==> src/rtl/dsi_vtg_pkg.sv <==
package dsi_vtg_pkg;
    localparam int WC_W = 16;

    localparam logic [7:0] DT_VSS  = 8'h01;
    localparam logic [7:0] DT_HSS  = 8'h21;
    localparam logic [7:0] DT_BLNK = 8'h19;
    localparam logic [7:0] DT_RGB  = 8'h3E;

    typedef enum logic [1:0] {
        P_IDLE,
        P_HDR,
        P_PAY
    } prs_state_t;

    typedef struct packed {
        logic hss;      // ECC of horizontal sync start header
        logic vss;      // ECC of vertical sync start header
        logic end_act;  // ECC of any non-RGB header
        logic rgb_hdr;  // ECC of an RGB long header
        logic pay;      // RGB data byte (checksum excluded)
        logic de_go;    // payload byte that opens the active window
    } vtg_evt_t;
endpackage

==> src/rtl/dsi_vtg_parser.sv <==
module dsi_vtg_parser
    import dsi_vtg_pkg::*;
#(
    parameter int NB_DLY = 5
) (
    input  logic       clk,
    input  logic       rst,
    input  logic       byte_vld,
    input  logic       byte_sot,
    input  logic [7:0] byte_data,
    input  logic       burst_mode,
    output vtg_evt_t   evt
);
    localparam int LEN_W = WC_W + 1;

    prs_state_t       st_q;
    logic [1:0]       hcnt_q;
    logic [7:0]       dt_q;
    logic [WC_W-1:0]  wc_q;
    logic [LEN_W-1:0] idx_q;
    logic [LEN_W-1:0] len_q;
    logic             rgb_q;
    logic             take;
    logic             is_long;
    logic             hdr_ecc;

    assign take    = byte_vld && !byte_sot;
    assign is_long = (dt_q == DT_RGB) || (dt_q == DT_BLNK);

    // state register
    always_ff @(posedge clk) begin
        if (rst) begin
            st_q   <= P_IDLE;
            hcnt_q <= '0;
            dt_q   <= '0;
            wc_q   <= '0;
            idx_q  <= '0;
            len_q  <= '0;
            rgb_q  <= 1'b0;
        end else if (byte_vld && byte_sot) begin
            st_q   <= P_HDR;
            hcnt_q <= 2'd1;
            dt_q   <= byte_data;
        end else if (!byte_vld) begin
            st_q   <= P_IDLE;
        end else begin
            unique case (st_q)
                P_IDLE: begin
                    st_q <= P_IDLE;
                end
                P_HDR: begin
                    hcnt_q <= hcnt_q + 2'd1;
                    unique case (hcnt_q)
                        2'd0: dt_q <= byte_data;
                        2'd1: wc_q[7:0] <= byte_data;
                        2'd2: wc_q[15:8] <= byte_data;
                        2'd3: begin
                            if (is_long) begin
                                st_q  <= P_PAY;
                                len_q <= LEN_W'(wc_q) + LEN_W'(2);
                                idx_q <= '0;
                                rgb_q <= (dt_q == DT_RGB);
                            end
                        end
                    endcase
                end
                P_PAY: begin
                    idx_q <= idx_q + LEN_W'(1);
                    if (idx_q == len_q - LEN_W'(1)) begin
                        st_q   <= P_HDR;
                        hcnt_q <= 2'd0;
                    end
                end
                default: st_q <= P_IDLE;
            endcase
        end
    end

    // event outputs
    always_comb begin
        hdr_ecc     = take && (st_q == P_HDR) && (hcnt_q == 2'd3);
        evt.hss     = hdr_ecc && (dt_q == DT_HSS);
        evt.vss     = hdr_ecc && (dt_q == DT_VSS);
        evt.end_act = hdr_ecc && (dt_q != DT_RGB);
        evt.rgb_hdr = hdr_ecc && (dt_q == DT_RGB);
        evt.pay     = take && (st_q == P_PAY) && rgb_q && (idx_q < LEN_W'(wc_q));
        evt.de_go   = evt.pay && (idx_q == (burst_mode ? LEN_W'(0) : LEN_W'(NB_DLY)));
    end
endmodule

==> src/rtl/dsi_vtg_sync.sv <==
module dsi_vtg_sync #(
    parameter int HSW_W = 8,
    parameter int VSL_W = 8
) (
    input  logic             clk,
    input  logic             rst,
    input  logic             ev_hss,
    input  logic             ev_vss,
    input  logic [HSW_W-1:0] hs_width,
    input  logic [VSL_W-1:0] vs_lines,
    output logic             hsync,
    output logic             vsync
);
    logic [HSW_W-1:0] hcnt_q;
    logic [VSL_W-1:0] vcnt_q;
    logic [HSW_W-1:0] hw_eff;
    logic [VSL_W-1:0] vl_eff;

    always_comb begin
        hw_eff = (hs_width == '0) ? HSW_W'(1) : hs_width;
        vl_eff = (vs_lines == '0) ? VSL_W'(1) : vs_lines;
    end

    always_ff @(posedge clk) begin
        if (rst) begin
            hsync  <= 1'b0;
            vsync  <= 1'b0;
            hcnt_q <= '0;
            vcnt_q <= '0;
        end else begin
            if (ev_hss || ev_vss) begin
                hsync  <= 1'b1;
                hcnt_q <= hw_eff;
            end else if (hsync) begin
                hcnt_q <= hcnt_q - HSW_W'(1);
                if (hcnt_q == HSW_W'(1)) hsync <= 1'b0;
            end
            if (ev_vss) begin
                vsync  <= 1'b1;
                vcnt_q <= vl_eff;
            end else if (ev_hss && vsync) begin
                vcnt_q <= vcnt_q - VSL_W'(1);
                if (vcnt_q == VSL_W'(1)) vsync <= 1'b0;
            end
        end
    end
endmodule

==> src/rtl/dsi_vtg_pix.sv <==
module dsi_vtg_pix #(
    parameter int DIV_W = 4
) (
    input  logic             clk,
    input  logic             rst,
    input  logic             ev_rgb_hdr,
    input  logic             ev_pay,
    input  logic [DIV_W-1:0] pclk_div,
    output logic             pix_en
);
    logic [1:0]       ph_q;
    logic [DIV_W-1:0] dcnt_q;

    always_ff @(posedge clk) begin
        if (rst) begin
            ph_q   <= '0;
            dcnt_q <= '0;
            pix_en <= 1'b0;
        end else if (ev_pay) begin
            ph_q   <= (ph_q == 2'd2) ? 2'd0 : ph_q + 2'd1;
            pix_en <= (ph_q == 2'd2);
            dcnt_q <= '0;
        end else begin
            if (ev_rgb_hdr) ph_q <= '0;
            if (dcnt_q >= pclk_div) begin
                dcnt_q <= '0;
                pix_en <= 1'b1;
            end else begin
                dcnt_q <= dcnt_q + DIV_W'(1);
                pix_en <= 1'b0;
            end
        end
    end
endmodule

==> src/rtl/dsi_vid_timing.sv <==
module dsi_vid_timing
    import dsi_vtg_pkg::*;
#(
    parameter int HSW_W  = 8,
    parameter int VSL_W  = 8,
    parameter int DIV_W  = 4,
    parameter int NB_DLY = 5
) (
    input  logic             clk,
    input  logic             rst,
    input  logic             byte_vld,
    input  logic             byte_sot,
    input  logic [7:0]       byte_data,
    input  logic             burst_mode,
    input  logic [HSW_W-1:0] hs_width,
    input  logic [VSL_W-1:0] vs_lines,
    input  logic [DIV_W-1:0] pclk_div,
    output logic             hsync,
    output logic             vsync,
    output logic             de,
    output logic             pix_en
);
    vtg_evt_t evt;

    dsi_vtg_parser #(.NB_DLY(NB_DLY)) u_prs (
        .clk(clk), .rst(rst), .byte_vld(byte_vld), .byte_sot(byte_sot),
        .byte_data(byte_data), .burst_mode(burst_mode), .evt(evt)
    );

    dsi_vtg_sync #(.HSW_W(HSW_W), .VSL_W(VSL_W)) u_sync (
        .clk(clk), .rst(rst), .ev_hss(evt.hss), .ev_vss(evt.vss),
        .hs_width(hs_width), .vs_lines(vs_lines), .hsync(hsync), .vsync(vsync)
    );

    dsi_vtg_pix #(.DIV_W(DIV_W)) u_pix (
        .clk(clk), .rst(rst), .ev_rgb_hdr(evt.rgb_hdr), .ev_pay(evt.pay),
        .pclk_div(pclk_div), .pix_en(pix_en)
    );

    always_ff @(posedge clk) begin
        if (rst)              de <= 1'b0;
        else if (evt.end_act) de <= 1'b0;
        else if (evt.de_go)   de <= 1'b1;
    end
endmodule

==> config.mk <==
export PLATFORM = sky130hd
export DESIGN_NAME = dsi_vid_timing
export DESIGN_NICKNAME = d
export VERILOG_FILES = /design/src/rtl/dsi_vtg_pkg.sv /design/src/rtl/dsi_vtg_parser.sv /design/src/rtl/dsi_vtg_sync.sv /design/src/rtl/dsi_vtg_pix.sv /design/src/rtl/dsi_vid_timing.sv
export SDC_FILE = /design/constraint.sdc
export NUM_CORES = 1
export LEC_CHECK = 0
export ABC_AREA = 1
export ABC_CLOCK_PERIOD_IN_PS = 2570
export BUFFER_PORTS_ARGS = -buffer_cell sky130_fd_sc_hd__buf_2
export CAP_MARGIN = 30
export CORE_MARGIN = 3
export CORE_UTILIZATION = 40
export CTS_BUF_LIST = sky130_fd_sc_hd__clkbuf_2 sky130_fd_sc_hd__clkbuf_4 sky130_fd_sc_hd__clkbuf_8
export DETAILED_ROUTE_END_ITERATION = 6
export PLACE_DENSITY = 0.6
export SYNTH_ARGS = -nofsm -noshare
export SYNTH_HDL_FRONTEND = slang
export SYNTH_SLANG_ARGS = --single-unit
export TNS_END_PERCENT = 1
==> constraint.sdc <==
create_clock -name clk -period 2.57 [get_ports clk]
set_clock_uncertainty 0.15 [all_clocks]
set_input_delay 0.257 -clock clk [delete_from_list [all_inputs] [get_ports clk]]
set_output_delay 0.257 -clock clk [all_outputs]
set_load 0.05 [all_outputs]
==> summary.md <==
| Metric | Value |
|---|---|
| GRT Total Usage | 0.1966 |
| Max Cap Viol | 0 |
| Leading area contributor after synthesis | dfxtp_1 |
| Area share of the largest cell type after synthesis | 0.3174 |
| Unrepaired setup endpoints after global routing | false |
| Status | completed |
| Vias in the first global route | 4856 |
| DP Worst Slack | 0.2102 ns |
| Count of final hold-check violations | 0 |
| Initial Util | 0.4156 |
| Max incr delay on CP | 0.35 ns |
| Peak Freq | 429.6 MHz |
| Max Buffers Root-to-Sink | 2 |
| H-tree Lvls | 3 |
| Sequential share of the synthesized area | 0.3174 |
| Initial antenna violation count | 0 |
| Row count | 42 |
| Antenna-violating nets left | 0 |
| Routed WL | 15060 um |
| Worst path slowest cell | dfxtp_1 |
| WS Path Type | reg -> reg |
| # clock sinks | 89 |
| First-pass GRT wire length | 25010 um |
| Commonest non-fill, non-tap cell in the layout | nand2_1 |
| Max-slew violation count | 0 |
| Die area | 15490 um2 |
| Fillers | 1375 |
| Crit-path leading delay family | simple AND/OR/NAND/NOR gates |
| Vias/cell | 5.085 |
| Leak pwr | 0.002877 uW |
| Crit path top cell by count | nand2_1 |
| Asr flop ratio synth | 0 |
| Peak VDD IR | 297.5 uV |
| Fin nets | 934 |
| Syn-to-layout area delta | 12.33% |
| Total Power | 2725 uW |
| Ports | 37 |
| Crit-path max FO | 7 |
| Largest cells by area after synthesis | dfxtp_1 (32%), nand2_1 (11%), ha_1 (7.4%) |
| Net count after synthesis | 887 |
| Data arrival time of the worst path | 2.44 ns |
| Register area | 1782 um2 |
| Placed cell area | 6046 um2 |
| Yosys reg bits | 89 |
| Antenna fix cells | 0 |
| Critical Path RT | 2.68 ns |
| Core area | 13510 um2 |
| Number of synthesized flops with an enable pin | 0 |
| Final Cycle Share | 0.9057 |
| GP Congestion | 0.9361 |
| # setup viols final | 0 |
| Final instance area | 6305 um2 |
| Syn_area_per_cell | 6.837 um2 |
| Slew headroom | 0.5176 |
| DR iter-0 viols | 378 |
| Crit path time final | 2.328 ns |
| Mapped cell area | 5613 um2 |
| Clock Latency Late Sink | 0.38 ns |
| CP bufs+invs | 2 |
| TNS Setup | 0 ns |
| CP Cell Sequence | inv_2 > ha_1 > nand2_1 > nor2_4 > nand3_1 > nand2_1 > nand2_1 > inv_1 > nand2_1 > nor2_1 > nand2_1 > nand2_2 > a21oi_1 > nor2_1 > nor2_1 |
| Post-Layout Cell Count | 1049 |
| Post-Place Cells | 1030 |
| TritonCTS clock tree | done |
| Inserted Clock Buffers | 9 |
| Multi-input gate area | 3342 um2 |
| Most frequent cells in the layout | nand2_1 (161), inv_1 (102), dfxtp_1 (89) |
| PortBufs | 36 |
| DIE WIDTH | 124.5 um |
| Share of cells above drive strength 1 | 0.1180 |
| DRC viols | 0 |
| Root buffer cell | clkbuf_8 |
| 1st-pass router iterations | 7 |
| Post-Synthesis Cells | 821 |
| CP Launch Type | flip-flop |
| Yosys warning count | 0 |
| Final WS setup | 0.2424 ns |
| Vias | 5334 |
| Hpwl dp | 11690 um |
| Yosys cell types | 48 |
| Clk pin slew, worst setup/hold paths | 0.09 ns |
| PwrDens | 432.2 nW/um2 |
| Largest net degree at the start of global routing | 23 |
| Min-Delay Path Class | in -> reg |
| Worst slew pin tran | 0.7228 ns |
| DR WL/cell | 14.36 um |
| GRT overflow | 0 |
| Most used DFF post-synth | dfxtp_1 |
| Die Y-Extent | 124.5 um |
| CP Capture Type | flip-flop |
## per-layer routing
layer	GRT usage	vias up	wire length (um)
li1	-	2816	-
met1	0.2830	2337	7454
met2	0.2964	162	6415
met3	0.03602	19	942
met4	0.06319	0	250
met5	0	-	0
## stage by stage
stage / hold WS (ns) / utilization
6_report: 0.01794 / 0.4668
3_5_place_dp: 0.3087 / 0.4477
4_1_cts: 0.0006798 / 0.4668
2_1_floorplan: 0.2419 / -
3_3_place_gp: 0.2973 / 0.4477
5_1_grt: 0.02966 / 0.4668
## repair_timing
| action | in CTS | in global routing |
|---|---|---|
| hold endpoints to repair | 3 | 0 |
| setup endpoints to repair | 0 | 2 |
| setup buffers | 0 | 0 |
| gates resized for setup | 0 | 1 |
| hold buffers | 3 | 0 |
## worst paths after layout
path,from,endpoint,slack [ns],cells after the start
min reg2reg,u_pix.dcnt_q[0],u_pix.dcnt_q[0],0.32,1
max reg2reg,u_prs.len_q[0],u_prs.st_q[0],0.24,15
max,u_prs.len_q[0],u_prs.st_q[0],0.24,15
min,byte_data[0],u_prs.dt_q[0],0.02,3
## sequential cells by signal, summed over array words and instances (netlist names)
| register | count |
|---|---|
| de | 1 |
| u_pix.dcnt_q | 4 |
| u_pix.ph_q | 2 |
| u_pix.pix_en | 1 |
| u_prs.dt_q | 8 |
| u_prs.hcnt_q | 2 |
| u_prs.idx_q | 17 |
| u_prs.len_q | 17 |
| u_prs.rgb_q | 1 |
| u_prs.st_q | 2 |
| u_prs.wc_q | 16 |
| u_sync.hcnt_q | 8 |
| u_sync.hsync | 1 |
| u_sync.vcnt_q | 8 |
| u_sync.vsync | 1 |
## Yosys cell counts, types with 2 or more instances
cell type and count:
a211oi_1 9, a211oi_2 2, a21oi_1 72, a221oi_1 2, a31oi_1 6, a41oi_1 2
buf_2 4, clkbuf_1 11, dfxtp_1 89, ha_1 33, inv_1 103, inv_2 7
nand2_1 161, nand2_2 5, nand3_1 43, nand3_2 3, nand3b_1 4, nand4_1 13
nor2_1 84, nor2_2 5, nor2_4 5, nor3_1 16, nor3_2 3, nor3b_1 2
nor4_1 9, o2111ai_1 2, o21ai_0 62, o21ai_1 4, o221ai_1 3, or2_1 4
or2_2 3, xnor2_1 13, xor2_1 22
## final cells by class
cell class / count / share of cell area
Sequential cell: 89 / 0.2826
Inverter: 111 / 0.06608
Clock inverter: 4 / 0.01211
Timing Repair Buffer: 53 / 0.05001
Multi-Input combinational cell: 604 / 0.5301
Clock buffer: 12 / 0.02421
Tap cell: 176 / 0.03493
## cells by family (layout without fill, tap and decap cells)
kind of cell             Yosys count  after routing  share of synthesized area
AND/OR/NAND/NOR                  365            365                     0.2971
AO/OA/AOI/OAI                    171            171                     0.1701
buffers and inverters            128            180                    0.08716
flip-flops                        89             89                     0.3174
XOR/XNOR                          35             35                    0.05461
adder cells (fa/ha/maj)           33             33                    0.07356
## power by group
group          switching [uW]  internal, uW
sequential               16.7          1400
clock                     517           598
combinational             122          71.5
total                     656          2070
## worst register-to-register path, stage by stage, from the launching register on
cell and delay [ns]:
dfxtp_1 0.35, inv_2 0.13, ha_1 0.23, nand2_1 0.18, nor2_4 0.21, nand3_1 0.09, nand2_1 0.07, nand2_1 0.07
inv_1 0.05, nand2_1 0.04, nor2_1 0.14, nand2_1 0.14, nand2_2 0.15, a21oi_1 0.08, nor2_1 0.10, nor2_1 0.04
(Power assumes the default switching activity.)
